==> src/rtl/capt_pkg.sv <==
package capt_pkg;
    typedef enum logic [1:0] {
        ST_IDLE = 2'd0,
        ST_RUN  = 2'd1,
        ST_DONE = 2'd2
    } run_state_t;

    localparam logic [2:0] ADDR_MODE  = 3'd0;
    localparam logic [2:0] ADDR_LANES = 3'd1;
    localparam logic [2:0] ADDR_PACE  = 3'd2;
    localparam logic [2:0] ADDR_DIV   = 3'd3;
    localparam logic [2:0] ADDR_COUNT = 3'd4;

    localparam logic [2:0] RUN_GO = 3'd7;
endpackage

==> src/rtl/pace_timer.sv <==
module pace_timer #(
    parameter int TICK_CYCLES = 4,
    parameter int DIV_W       = 32
) (
    input  logic             clk,
    input  logic             rst_n,
    input  logic             run,
    input  logic [DIV_W-1:0] divider,
    output logic             fire
);
    localparam int TW = $clog2(TICK_CYCLES + 1);
    localparam logic [TW-1:0] TICK_LAST = TW'(TICK_CYCLES - 1);

    logic [TW-1:0]    tick_cnt;
    logic [DIV_W-1:0] div_cnt;
    logic [DIV_W-1:0] div_last;

    assign div_last = (divider == '0) ? '0 : divider - 1'b1;
    assign fire = run && (tick_cnt == TICK_LAST) && (div_cnt == div_last);

    always_ff @(posedge clk or negedge rst_n) begin
        if (!rst_n) begin
            tick_cnt <= '0;
            div_cnt  <= '0;
        end else if (!run) begin
            tick_cnt <= '0;
            div_cnt  <= '0;
        end else if (tick_cnt == TICK_LAST) begin
            tick_cnt <= '0;
            div_cnt  <= (div_cnt == div_last) ? '0 : div_cnt + 1'b1;
        end else begin
            tick_cnt <= tick_cnt + 1'b1;
        end
    end
endmodule

==> src/rtl/req_edge.sv <==
module req_edge (
    input  logic clk,
    input  logic rst_n,
    input  logic req,
    input  logic falling,
    output logic hit
);
    logic meta_q, sync_q, prev_q;

    always_ff @(posedge clk or negedge rst_n) begin
        if (!rst_n) begin
            meta_q <= 1'b0;
            sync_q <= 1'b0;
            prev_q <= 1'b0;
        end else begin
            meta_q <= req;
            sync_q <= meta_q;
            prev_q <= sync_q;
        end
    end

    assign hit = falling ? (prev_q && !sync_q) : (sync_q && !prev_q);
endmodule

==> src/rtl/word_fifo.sv <==
module word_fifo #(
    parameter int DEPTH = 8,
    parameter int W     = 32
) (
    input  logic           clk,
    input  logic           rst_n,
    input  logic           push,
    input  logic [W-1:0]   wdata,
    input  logic           pop,
    output logic [W-1:0]   rdata,
    output logic           full,
    output logic           empty,
    output logic [$clog2(DEPTH+1)-1:0] level
);
    localparam int AW = $clog2(DEPTH);
    localparam int LW = $clog2(DEPTH + 1);

    logic [W-1:0]  mem [DEPTH];
    logic [AW-1:0] wptr, rptr;
    logic          do_push, do_pop;

    assign full    = (level == LW'(DEPTH));
    assign empty   = (level == '0);
    assign do_push = push && !full;
    assign do_pop  = pop && !empty;
    assign rdata   = mem[rptr];

    always_ff @(posedge clk) begin
        if (do_push) mem[wptr] <= wdata;
    end

    always_ff @(posedge clk or negedge rst_n) begin
        if (!rst_n) begin
            wptr  <= '0;
            rptr  <= '0;
            level <= '0;
        end else begin
            if (do_push) wptr <= (wptr == AW'(DEPTH - 1)) ? '0 : wptr + 1'b1;
            if (do_pop)  rptr <= (rptr == AW'(DEPTH - 1)) ? '0 : rptr + 1'b1;
            level <= level + LW'(do_push) - LW'(do_pop);
        end
    end
endmodule

==> src/rtl/paced_capture.sv <==
module paced_capture #(
    parameter int TICK_CYCLES = 4,
    parameter int DEPTH       = 8,
    parameter int LANES       = 4,
    parameter int LANE_W      = 8
) (
    input  logic                      clk,
    input  logic                      rst_n,
    input  logic                      cfg_we,
    input  logic [2:0]                cfg_addr,
    input  logic [31:0]               cfg_wdata,
    input  logic [LANES*LANE_W-1:0]   port_in,
    input  logic                      ext_req,
    input  logic                      rd_en,
    output logic [LANES*LANE_W-1:0]   rd_data,
    output logic                      rd_valid,
    output logic                      count_expired,
    output logic                      overflow
);
    import capt_pkg::*;

    localparam int W  = LANES * LANE_W;
    localparam int LW = $clog2(DEPTH + 1);

    run_state_t state, state_nx;

    logic             mode_counted;
    logic [LANES-1:0] lane_en;
    logic             src_ext, pol_fall;
    logic [31:0]      divider, xfer_count, remaining;

    logic mode_wr, start_wr;
    logic fire, hit, due, push, running;
    logic fifo_full, fifo_empty;
    logic [LW-1:0] fifo_level;
    logic [W-1:0]  masked;
    logic st_idle;

    assign mode_wr  = cfg_we && (cfg_addr == ADDR_MODE);
    assign start_wr = mode_wr && (cfg_wdata[2:0] == RUN_GO);

    // configuration registers
    always_ff @(posedge clk or negedge rst_n) begin
        if (!rst_n) begin
            mode_counted <= 1'b0;
            lane_en      <= '1;
            src_ext      <= 1'b0;
            pol_fall     <= 1'b0;
            divider      <= 32'd1;
            xfer_count   <= '0;
        end else if (cfg_we) begin
            unique case (cfg_addr)
                ADDR_MODE:  mode_counted <= cfg_wdata[3];
                ADDR_LANES: lane_en      <= cfg_wdata[LANES-1:0];
                ADDR_PACE: begin
                    src_ext  <= cfg_wdata[0];
                    pol_fall <= cfg_wdata[1];
                end
                ADDR_DIV:   divider    <= cfg_wdata;
                ADDR_COUNT: xfer_count <= cfg_wdata;
                default: ;
            endcase
        end
    end

    // lane masking
    for (genvar g = 0; g < LANES; g++) begin : g_lane
        assign masked[g*LANE_W +: LANE_W] =
            lane_en[g] ? port_in[g*LANE_W +: LANE_W] : '0;
    end

    pace_timer #(.TICK_CYCLES(TICK_CYCLES), .DIV_W(32)) u_timer (
        .clk(clk), .rst_n(rst_n), .run(running), .divider(divider), .fire(fire)
    );

    req_edge u_edge (
        .clk(clk), .rst_n(rst_n), .req(ext_req), .falling(pol_fall), .hit(hit)
    );

    assign due  = running && (src_ext ? hit : fire);
    assign push = due && !fifo_full;

    word_fifo #(.DEPTH(DEPTH), .W(W)) u_fifo (
        .clk(clk), .rst_n(rst_n), .push(push), .wdata(masked),
        .pop(rd_en), .rdata(rd_data), .full(fifo_full), .empty(fifo_empty),
        .level(fifo_level)
    );

    // state register
    always_ff @(posedge clk or negedge rst_n) begin
        if (!rst_n) state <= ST_IDLE;
        else        state <= state_nx;
    end

    // next state
    always_comb begin
        state_nx = state;
        unique case (state)
            ST_IDLE, ST_DONE: begin
                if (mode_wr)
                    state_nx = !start_wr ? ST_IDLE :
                               (cfg_wdata[3] && xfer_count == '0) ? ST_DONE : ST_RUN;
            end
            ST_RUN: begin
                if (mode_wr)
                    state_nx = !start_wr ? ST_IDLE :
                               (cfg_wdata[3] && xfer_count == '0) ? ST_DONE : ST_RUN;
                else if (mode_counted && push && remaining == 32'd1)
                    state_nx = ST_DONE;
            end
            default: state_nx = ST_IDLE;
        endcase
    end

    // outputs decoded from state
    always_comb begin
        running       = (state == ST_RUN);
        count_expired = (state == ST_DONE);
        st_idle       = (state == ST_IDLE);
    end

    // transfer counter and overflow flag
    always_ff @(posedge clk or negedge rst_n) begin
        if (!rst_n) begin
            remaining <= '0;
            overflow  <= 1'b0;
        end else begin
            if (start_wr)                      remaining <= xfer_count;
            else if (push && remaining != '0)  remaining <= remaining - 1'b1;

            if (start_wr)                      overflow <= 1'b0;
            else if (due && fifo_full)         overflow <= 1'b1;
        end
    end

    assign rd_valid = !fifo_empty;
endmodule

==> config.mk <==
export PLATFORM = sky130hd
export DESIGN_NAME = paced_capture
export DESIGN_NICKNAME = d
export VERILOG_FILES = /design/src/rtl/capt_pkg.sv /design/src/rtl/pace_timer.sv /design/src/rtl/req_edge.sv /design/src/rtl/word_fifo.sv /design/src/rtl/paced_capture.sv
export SDC_FILE = /design/constraint.sdc
export NUM_CORES = 1
export LEC_CHECK = 0
export CAP_MARGIN = 15
export CORE_UTILIZATION = 58
export DETAILED_ROUTE_END_ITERATION = 6
export DONT_BUFFER_PORTS = 1
export PLACE_DENSITY = 0.82
export SLEW_MARGIN = 20
export SYNTH_ARGS = -nofsm -noshare
export SYNTH_HDL_FRONTEND = slang
export SYNTH_SLANG_ARGS = --single-unit
==> constraint.sdc <==
create_clock -name clk -period 7.51 [get_ports clk]
set_input_delay 0 -clock clk [delete_from_list [all_inputs] [get_ports clk]]
set_output_delay 0 -clock clk [all_outputs]
set_load 0.02 [all_outputs]
---- Word level (Yosys, flattened, before mapping) ----
Memories as Yosys holds them, arrays and structs flattened.
Index checks and enable logic that the tools add are counted.
operators by class
  add/subtract/negate cells ............... 8
  multipliers ............................. 0
  div/mod/pow operators ................... 0
  $lt $le $gt $ge ......................... 0
  eq/ne operators ......................... 16
  shift-type cells ........................ 0
  muxes and demuxes ....................... 26
  bitwise gates (word level) .............. 0
  reduce and logical (&&, ||, !) cells .... 34
operators by type and width
  operator                                                                count
  32-bit 2-to-1 mux                                                       6
  32-bit logical NOT                                                      2
  32-bit by 1-bit subtractor with 32-bit output, second input constant    2
  32-bit by 1-bit adder with 32-bit output, second input constant         1
  32-bit by 1-bit equality test with 1-bit output, second input constant  1
  32-bit equality test                                                    1
  8-bit 2-to-1 mux                                                        4
  32-bit nonzero test                                                     1
  1-bit logical AND                                                       15
  3-bit equality test, second input constant                              4
  3-bit 2-to-1 mux                                                        4
  2-bit AND reduction                                                     6
  2-bit 2-to-1 mux                                                        5
  3-bit by 1-bit adder with 3-bit output, second input constant           3
  3-bit by 2-bit equality test with 1-bit output, second input constant   3
  1-bit 2-to-1 mux                                                        6
  4-bit by 1-bit adder with 4-bit output                                  1
  4-bit equality test, second input constant                              1
  1-bit logical NOT                                                       4
  4-bit logical NOT                                                       1
  2-bit one-hot mux with 2 select lines                                   1
  2-bit nonzero test                                                      2
  4-bit by 1-bit subtractor with 4-bit output                             1
  3-bit by 1-bit equality test with 1-bit output, second input constant   1
  8 further kinds                                                         8
word-level totals
  register bits ........................... 154
  latch bits .............................. 0
  RAM bits ................................ 256
  ROM bits ................................ 0
  output and inout bits ................... 35
  word-level logic and storage cells ...... 102
  memories kept ........................... 1
memory list
  name        depth  width  rd ports  clocked after Yosys merged registers in  wr ports  line             source
  u_fifo.mem  8      32     1         0                                        1         word_fifo.sv:18  logic [W-1:0] mem [DEPTH];

---- Logic depth before layout (Yosys ltp) ----
  word-level depth ........................ 12
  gate-level depth with buffers ........... 17
  depth with buffers taken out ............ 16

---- Cells and area by module ----
Synthesis repeated with hierarchy kept, for this count alone.
unflattened totals
  cells, all modules ...................... 1327
  area, all modules ....................... 19230.9 µm²
modules (own cells, without submodules)
  module         instances  cells an instance  area each (µm²)  seq. area each (µm²)
  word_fifo      1          429                10268.6          7937.6
  paced_capture  1          436                5034.8           2658.8
  pace_timer     1          456                3829.9           875.8
  req_edge       1          6                  97.6             75.1

---- Least setup slack after synthesis ----
Ideal clock, no wire load.
  path kind ............................... reg-to-reg
  start ................................... register divider[0]
  end ..................................... memory u_fifo.mem[4][0], enable pin
  library setup time ...................... 0.513 ns
  arrival time ............................ 6.468 ns
  data required time ...................... 6.997 ns
  path slack .............................. 0.529 ns
  cell stages (with the launch flop) ...... 14
  clock period less this slack ............ 6.981 ns
  cells stage by stage .................... dfstp_2 inv_1 ha_1 or4b_2 nor4_4 a21oi_1 o32a_1 a2111oi_2 nand4_1 nor3_2 a21oi_2 or2_1 buf_2 nor4b_1
between the ends
  cells in the longest elaborated chain, start to end .. 10
  elaborated cells between the ends (all ways) .. 11
  those cells by class .................... add/sub (1); eq/ne (1); mux (4); reduce/logical (5)
ends and longest elaborated chain
  item                                                                                 line                 source
  start: declaration                                                                   paced_capture.sv:30  logic [31:0] divider, xfer_count, remaining;
  start signal: assignment                                                             paced_capture.sv:59  ADDR_DIV: divider <= cfg_wdata;
  32-bit by 1-bit subtractor with 32-bit output or 32-bit logical NOT (tied branches)  pace_timer.sv:18     assign div_last = (divider == '0) ? '0 : divider - 1'b1;
  32-bit 2-to-1 mux (*)                                                                pace_timer.sv:18
  32-bit equality test (*)                                                             pace_timer.sv:19     assign fire = run && (tick_cnt == TICK_LAST) && (div_cnt == div_last);
  1-bit logical AND (*)                                                                pace_timer.sv:19
  1-bit 2-to-1 mux (*)                                                                 paced_capture.sv:80  assign due = running && (src_ext ? hit : fire);
  1-bit logical AND (*)                                                                paced_capture.sv:80
  1-bit logical AND (*)                                                                paced_capture.sv:81  assign push = due && !fifo_full;
  1-bit logical AND (*)                                                                word_fifo.sv:24      assign do_push = push && !full;
  1-bit 2-to-1 mux (*)                                                                 word_fifo.sv:29      if (do_push) mem[wptr] <= wdata;
  1-bit 2-to-1 mux (implied by the code) (*)                                           word_fifo.sv:29
  end: declaration                                                                     word_fifo.sv:18
Mark *: on every way between the ends. The rest lies on a longest branch, timed or not.

---- Final worst setup path ----
  start ................................... register divider[0]
  end ..................................... memory u_fifo.mem[7][26], enable pin
Same word-level chain as after synthesis.

==> metrics.txt <==
# TYPE chip_impl_metric gauge
chip_impl_metric{name="synth_top_area_share",unit="%"} 40.9
chip_impl_metric{name="floorplan.initialDensity",unit="%"} 59.3
chip_impl_metric{name="skew",unit="ps"} 28.3
chip_impl_info{name="highest_layer",value="met5"} 1
chip_impl_metric{name="worstPathMaxFanout",unit=""} 32
chip_impl_info{name="setup.worst_path.start",value="divider[0]"} 1
chip_impl_metric{name="drcViolationCount",unit=""} 0
chip_impl_metric{name="drive_gt1_share",unit="%"} 19.5
chip_impl_metric{name="unique_masters_post_synth",unit=""} 81
chip_impl_info{name="status",value="finished clean"} 1
chip_impl_info{name="synth_top_area_cell",value="sky130_fd_sc_hd__edfxtp_1"} 1
chip_impl_metric{name="warnings_synthesis",unit=""} 0
chip_impl_metric{name="wl_met2",unit="microns"} 22900
chip_impl_metric{name="vdd_drop_max",unit="mV"} 0.238
chip_impl_info{name="ys_top_cells_by_area",value="sky130_fd_sc_hd__edfxtp_1 41%, sky130_fd_sc_hd__dfrtp_1 20%, sky130_fd_sc_hd__mux4_2 7.7%"} 1
chip_impl_metric{name="synth_sequential_area_ratio",unit="%"} 61.4
chip_impl_metric{name="synth_edf_count",unit=""} 256
chip_impl_info{name="cp-endpoint",value="u_fifo.mem[7][26]"} 1
chip_impl_metric{name="finalHoldViolations",unit=""} 0
chip_impl_metric{name="port-buffer-count",unit=""} 0
chip_impl_metric{name="power.share.sequential",unit="%"} 44.9
chip_impl_metric{name="grt_use_total",unit="%"} 27.9
chip_impl_metric{name="finalSetupViolCount",unit=""} 0
chip_impl_metric{name="total_negative_slack",unit="ps"} 0
chip_impl_info{name="start_kind",value="register"} 1
chip_impl_info{name="worst-setup-path-type",value="reg -> reg"} 1
chip_impl_metric{name="worstSkewPairLatency",unit="ps"} 560
chip_impl_metric{name="global_route_wire_length_before_repair",unit="microns"} 70200
chip_impl_info{name="unrepaired_setup_endpoints_after_global_routing",value="no"} 1
chip_impl_metric{name="timing.critical_path.required",unit="ps"} 7660
chip_impl_metric{name="grt_start_max_net_pins",unit=""} 155
chip_impl_metric{name="grt_overflow_total",unit=""} 0
chip_impl_metric{name="syn-mean-instance-area",unit="sq um"} 14.0
chip_impl_metric{name="hpwlAfterDp",unit="microns"} 27000
chip_impl_metric{name="core",unit="sq mm"} 0.0317
chip_impl_info{name="tritoncts",value="done"} 1
chip_impl_metric{name="static-leakage-power",unit="nW"} 7.40
chip_impl_info{name="r2r_end",value="u_fifo.mem[7][26]"} 1
chip_impl_metric{name="drt-vias-per-instance",unit=""} 6.50
chip_impl_metric{name="maxSlewHeadroom",unit="%"} 27.2
chip_impl_metric{name="core.rowCount",unit=""} 65
chip_impl_info{name="crit_path_end_kind",value="register"} 1
chip_impl_metric{name="fin_crit_sh",unit="%"} 76.2
chip_impl_metric{name="die_h",unit="microns"} 182
chip_impl_metric{name="cts_max_path_buffers",unit=""} 3
chip_impl_info{name="cts_root_buf",value="sky130_fd_sc_hd__clkbuf_16"} 1
chip_impl_metric{name="die-area",unit="sq mm"} 0.0331
chip_impl_metric{name="layout.nets",unit=""} 1493
chip_impl_metric{name="total_power",unit="mW"} 6.52
chip_impl_metric{name="total_wirelength_of_the_detailed_routed_design",unit="microns"} 45300
chip_impl_metric{name="clk_pin_slew",unit="ps"} 60
chip_impl_metric{name="cell_internal_pwr",unit="mW"} 4.54
chip_impl_metric{name="grt_pass1_vias",unit=""} 12167
chip_impl_metric{name="clock_tree.htree_level_count",unit=""} 2
chip_impl_metric{name="worst-r2r-cell-count",unit=""} 15
chip_impl_metric{name="synth-async-reset-ratio",unit="%"} 37.6
chip_impl_metric{name="die-width",unit="microns"} 182
chip_impl_metric{name="maxCapViolCount",unit=""} 0
chip_impl_metric{name="power.density",unit="mW/mm^2"} 306
chip_impl_metric{name="cts-resized-gates",unit=""} 0
chip_impl_metric{name="mappedNetlistNets",unit=""} 1433
chip_impl_metric{name="cts_buffers",unit=""} 41
chip_impl_metric{name="total_count_of_max_transition_violations_in_the_final_report",unit=""} 0
chip_impl_metric{name="netlist_instances",unit=""} 1345
chip_impl_metric{name="power_frac_comb",unit="%"} 23.3
chip_impl_metric{name="synthToLayoutAreaGrowth",unit="%"} 13.4
chip_impl_metric{name="drt-pass1-iter-count",unit=""} 5
chip_impl_metric{name="first_iter_violations",unit=""} 1074
chip_impl_metric{name="synthesis.area",unit="sq mm"} 0.0188
chip_impl_metric{name="finalCriticalPeriod",unit="ps"} 5720
chip_impl_metric{name="antenna_violations_before_repair",unit=""} 4
chip_impl_metric{name="cts_sinks",unit=""} 410
chip_impl_metric{name="worst-slew-pin-transition",unit="ps"} 1090
chip_impl_metric{name="route.met3.wl",unit="microns"} 3340
chip_impl_info{name="ys.flop_type",value="sky130_fd_sc_hd__edfxtp_1"} 1
chip_impl_metric{name="power.share.switching",unit="%"} 30.3
chip_impl_metric{name="routedWlPerCell",unit="microns"} 24.6
chip_impl_metric{name="detailroute.via_count",unit=""} 11961
chip_impl_metric{name="place_congestion",unit=""} 0.943
chip_impl_metric{name="ff2ff_setup_slack",unit="ps"} 1790
chip_impl_metric{name="synth_seq_cells",unit=""} 410
chip_impl_metric{name="pwr-share-clk",unit="%"} 31.8
chip_impl_metric{name="crit_arrival",unit="ps"} 5870
chip_impl_metric{name="fmaxAchievable",unit="MHz"} 175
chip_impl_metric{name="wl_met1",unit="microns"} 17600
chip_impl_metric{name="final_antenna_net_count",unit=""} 0
chip_impl_metric{name="floorplan.io_pins",unit=""} 107
chip_impl_info{name="hp-class",value="in -> reg"} 1
chip_impl_metric{name="p_switching",unit="mW"} 1.97
chip_impl_info{name="worst_r2r_startpoint",value="divider[0]"} 1
chip_impl_metric{name="fillerInstances",unit=""} 2075
## worst min path at each step
stage,from,end,cells after the start
after floorplan,rst_n,divider[10],0
after global placement,rst_n,u_timer.div_cnt[22],0
after detailed placement,rst_n,u_timer.div_cnt[22],0
after CTS,cfg_addr[0],lane_en[1],2
after global routing,cfg_addr[0],lane_en[1],2
final,cfg_addr[0],lane_en[1],2
## what timing repair did
action                    4_1_cts  5_1_grt
buffers inserted                0        0
hold endpoints to repair      490        0
hold buffers                   75        0
## Yosys cell counts (all sizes together) (4+ instances only)
library cell  number
a21o               5
a21oi             18
a22oi              4
a31oi              5
a32o               4
and2              37
and3              21
and4               4
buf               20
clkbuf            51
dfrtp            149
dfstp              5
edfxtp           256
ha                15
inv               30
mux2             101
mux4              64
nand2            102
nand2b            17
nand3             32
nand4             18
nor2              46
nor2b              7
nor3              47
nor3b              5
nor4              41
nor4b              6
o21ai             77
o22ai              4
o31ai             10
o41ai              6
or2                4
or3               12
or4               10
xnor2             47
xor2              18
## final cells by class
cell class / instances / area, sq um / area share (%)
antenna: 3 / 7.51 / 0.0352
clock buffer: 55 / 1100 / 5.15
clock inverter: 18 / 260 / 1.22
inverter: 30 / 113 / 0.528
multi-input combinational: 834 / 6920 / 32.5
sequential: 410 / 11600 / 54.2
tap: 402 / 503 / 2.36
timing repair buffer: 88 / 866 / 4.06
## cells in the final DEF (no fill, tap or decap), types with 13 or more instances in the layout
cell,n
sky130_fd_sc_hd__a21oi_1,16
sky130_fd_sc_hd__and2_1,36
sky130_fd_sc_hd__and3_1,21
sky130_fd_sc_hd__buf_4,13
sky130_fd_sc_hd__clkbuf_16,41
sky130_fd_sc_hd__dfrtp_1,146
sky130_fd_sc_hd__dlygate4sd3_1,74
sky130_fd_sc_hd__edfxtp_1,256
sky130_fd_sc_hd__ha_1,15
sky130_fd_sc_hd__inv_1,29
sky130_fd_sc_hd__mux2_2,101
sky130_fd_sc_hd__mux4_2,64
sky130_fd_sc_hd__nand2_1,102
sky130_fd_sc_hd__nand2b_1,17
sky130_fd_sc_hd__nand3_1,32
sky130_fd_sc_hd__nand4_1,18
sky130_fd_sc_hd__nor2_1,44
sky130_fd_sc_hd__nor3_1,41
sky130_fd_sc_hd__nor4_1,26
sky130_fd_sc_hd__nor4_2,14
sky130_fd_sc_hd__o21ai_0,49
sky130_fd_sc_hd__o21ai_1,28
sky130_fd_sc_hd__xnor2_1,47
sky130_fd_sc_hd__xor2_1,18
## sequential cells by signal (all words and copies together), names as in the netlist, 2 cells and up
| register | count |
|---|---|
| divider | 32 |
| lane_en | 4 |
| remaining | 32 |
| state | 2 |
| u_fifo.level | 4 |
| u_fifo.mem | 256 |
| u_fifo.rptr | 3 |
| u_fifo.wptr | 3 |
| u_timer.div_cnt | 32 |
| u_timer.tick_cnt | 3 |
| xfer_count | 32 |
## worst max-delay path, stage by stage, from the launching register on
cell and delay (ps):
sky130_fd_sc_hd__dfstp_2 390, sky130_fd_sc_hd__inv_1 120, sky130_fd_sc_hd__ha_1 230, sky130_fd_sc_hd__or4b_2 640, sky130_fd_sc_hd__nor4_4 640, sky130_fd_sc_hd__a21oi_1 140, sky130_fd_sc_hd__o32a_1 340, sky130_fd_sc_hd__a2111oi_2 320
sky130_fd_sc_hd__nand4_1 180, sky130_fd_sc_hd__nor3_2 260, sky130_fd_sc_hd__a21oi_2 70, sky130_fd_sc_hd__buf_4 250, sky130_fd_sc_hd__or2_1 460, sky130_fd_sc_hd__inv_2 170, sky130_fd_sc_hd__nand2_1 180, sky130_fd_sc_hd__nor2_4 890
## per-stage QoR
stage / setup WS (ps) / area, sq um / hold WS [ps] / utilization, % / cells
2_1_floorplan: 529 / 18800 / -296 / - / 1345
3_3_place_gp: 1950 / 19200 / -292 / 60.5 / 1689
3_5_place_dp: 1830 / 19200 / -290 / 60.5 / 1689
4_1_cts: 1810 / 21300 / 2.63 / 67.2 / 1837
5_1_grt: 1470 / 21300 / 22.4 / 67.2 / 1839
6_report: 1790 / 21300 / 18.4 / 67.2 / 1840
## routing by layer
metal  up-vias  track usage, %
met1      6033            35.7
met2       551            48.2
met5         -               0
met3       108            4.75
met4         2            9.75
li1       5267               -
## power groups by stage
| stage | Clock [mW] | Sequential, mW | Combinational (mW) |
|---|---|---|---|
| finish | 2.07 | 2.92 | 1.52 |
| global route | 2.18 | 2.95 | 1.63 |
| floorplan | 0 | 2.78 | 1.29 |
| detailed placement | 0 | 2.96 | 1.44 |
| CTS | 2.10 | 2.92 | 1.53 |
| global placement | 0 | 2.95 | 1.40 |
## logic make-up after synthesis
family | synth area share, %
AO/OA/AOI/OAI | 5.63
adder cells (fa/ha/maj) | 1.10
buffers and inverters | 2.11
multiplexers | 13.9
AND/OR/NAND/NOR | 12.5
flip-flops | 61.4
XOR/XNOR | 3.40
(Power assumes the default switching activity.)
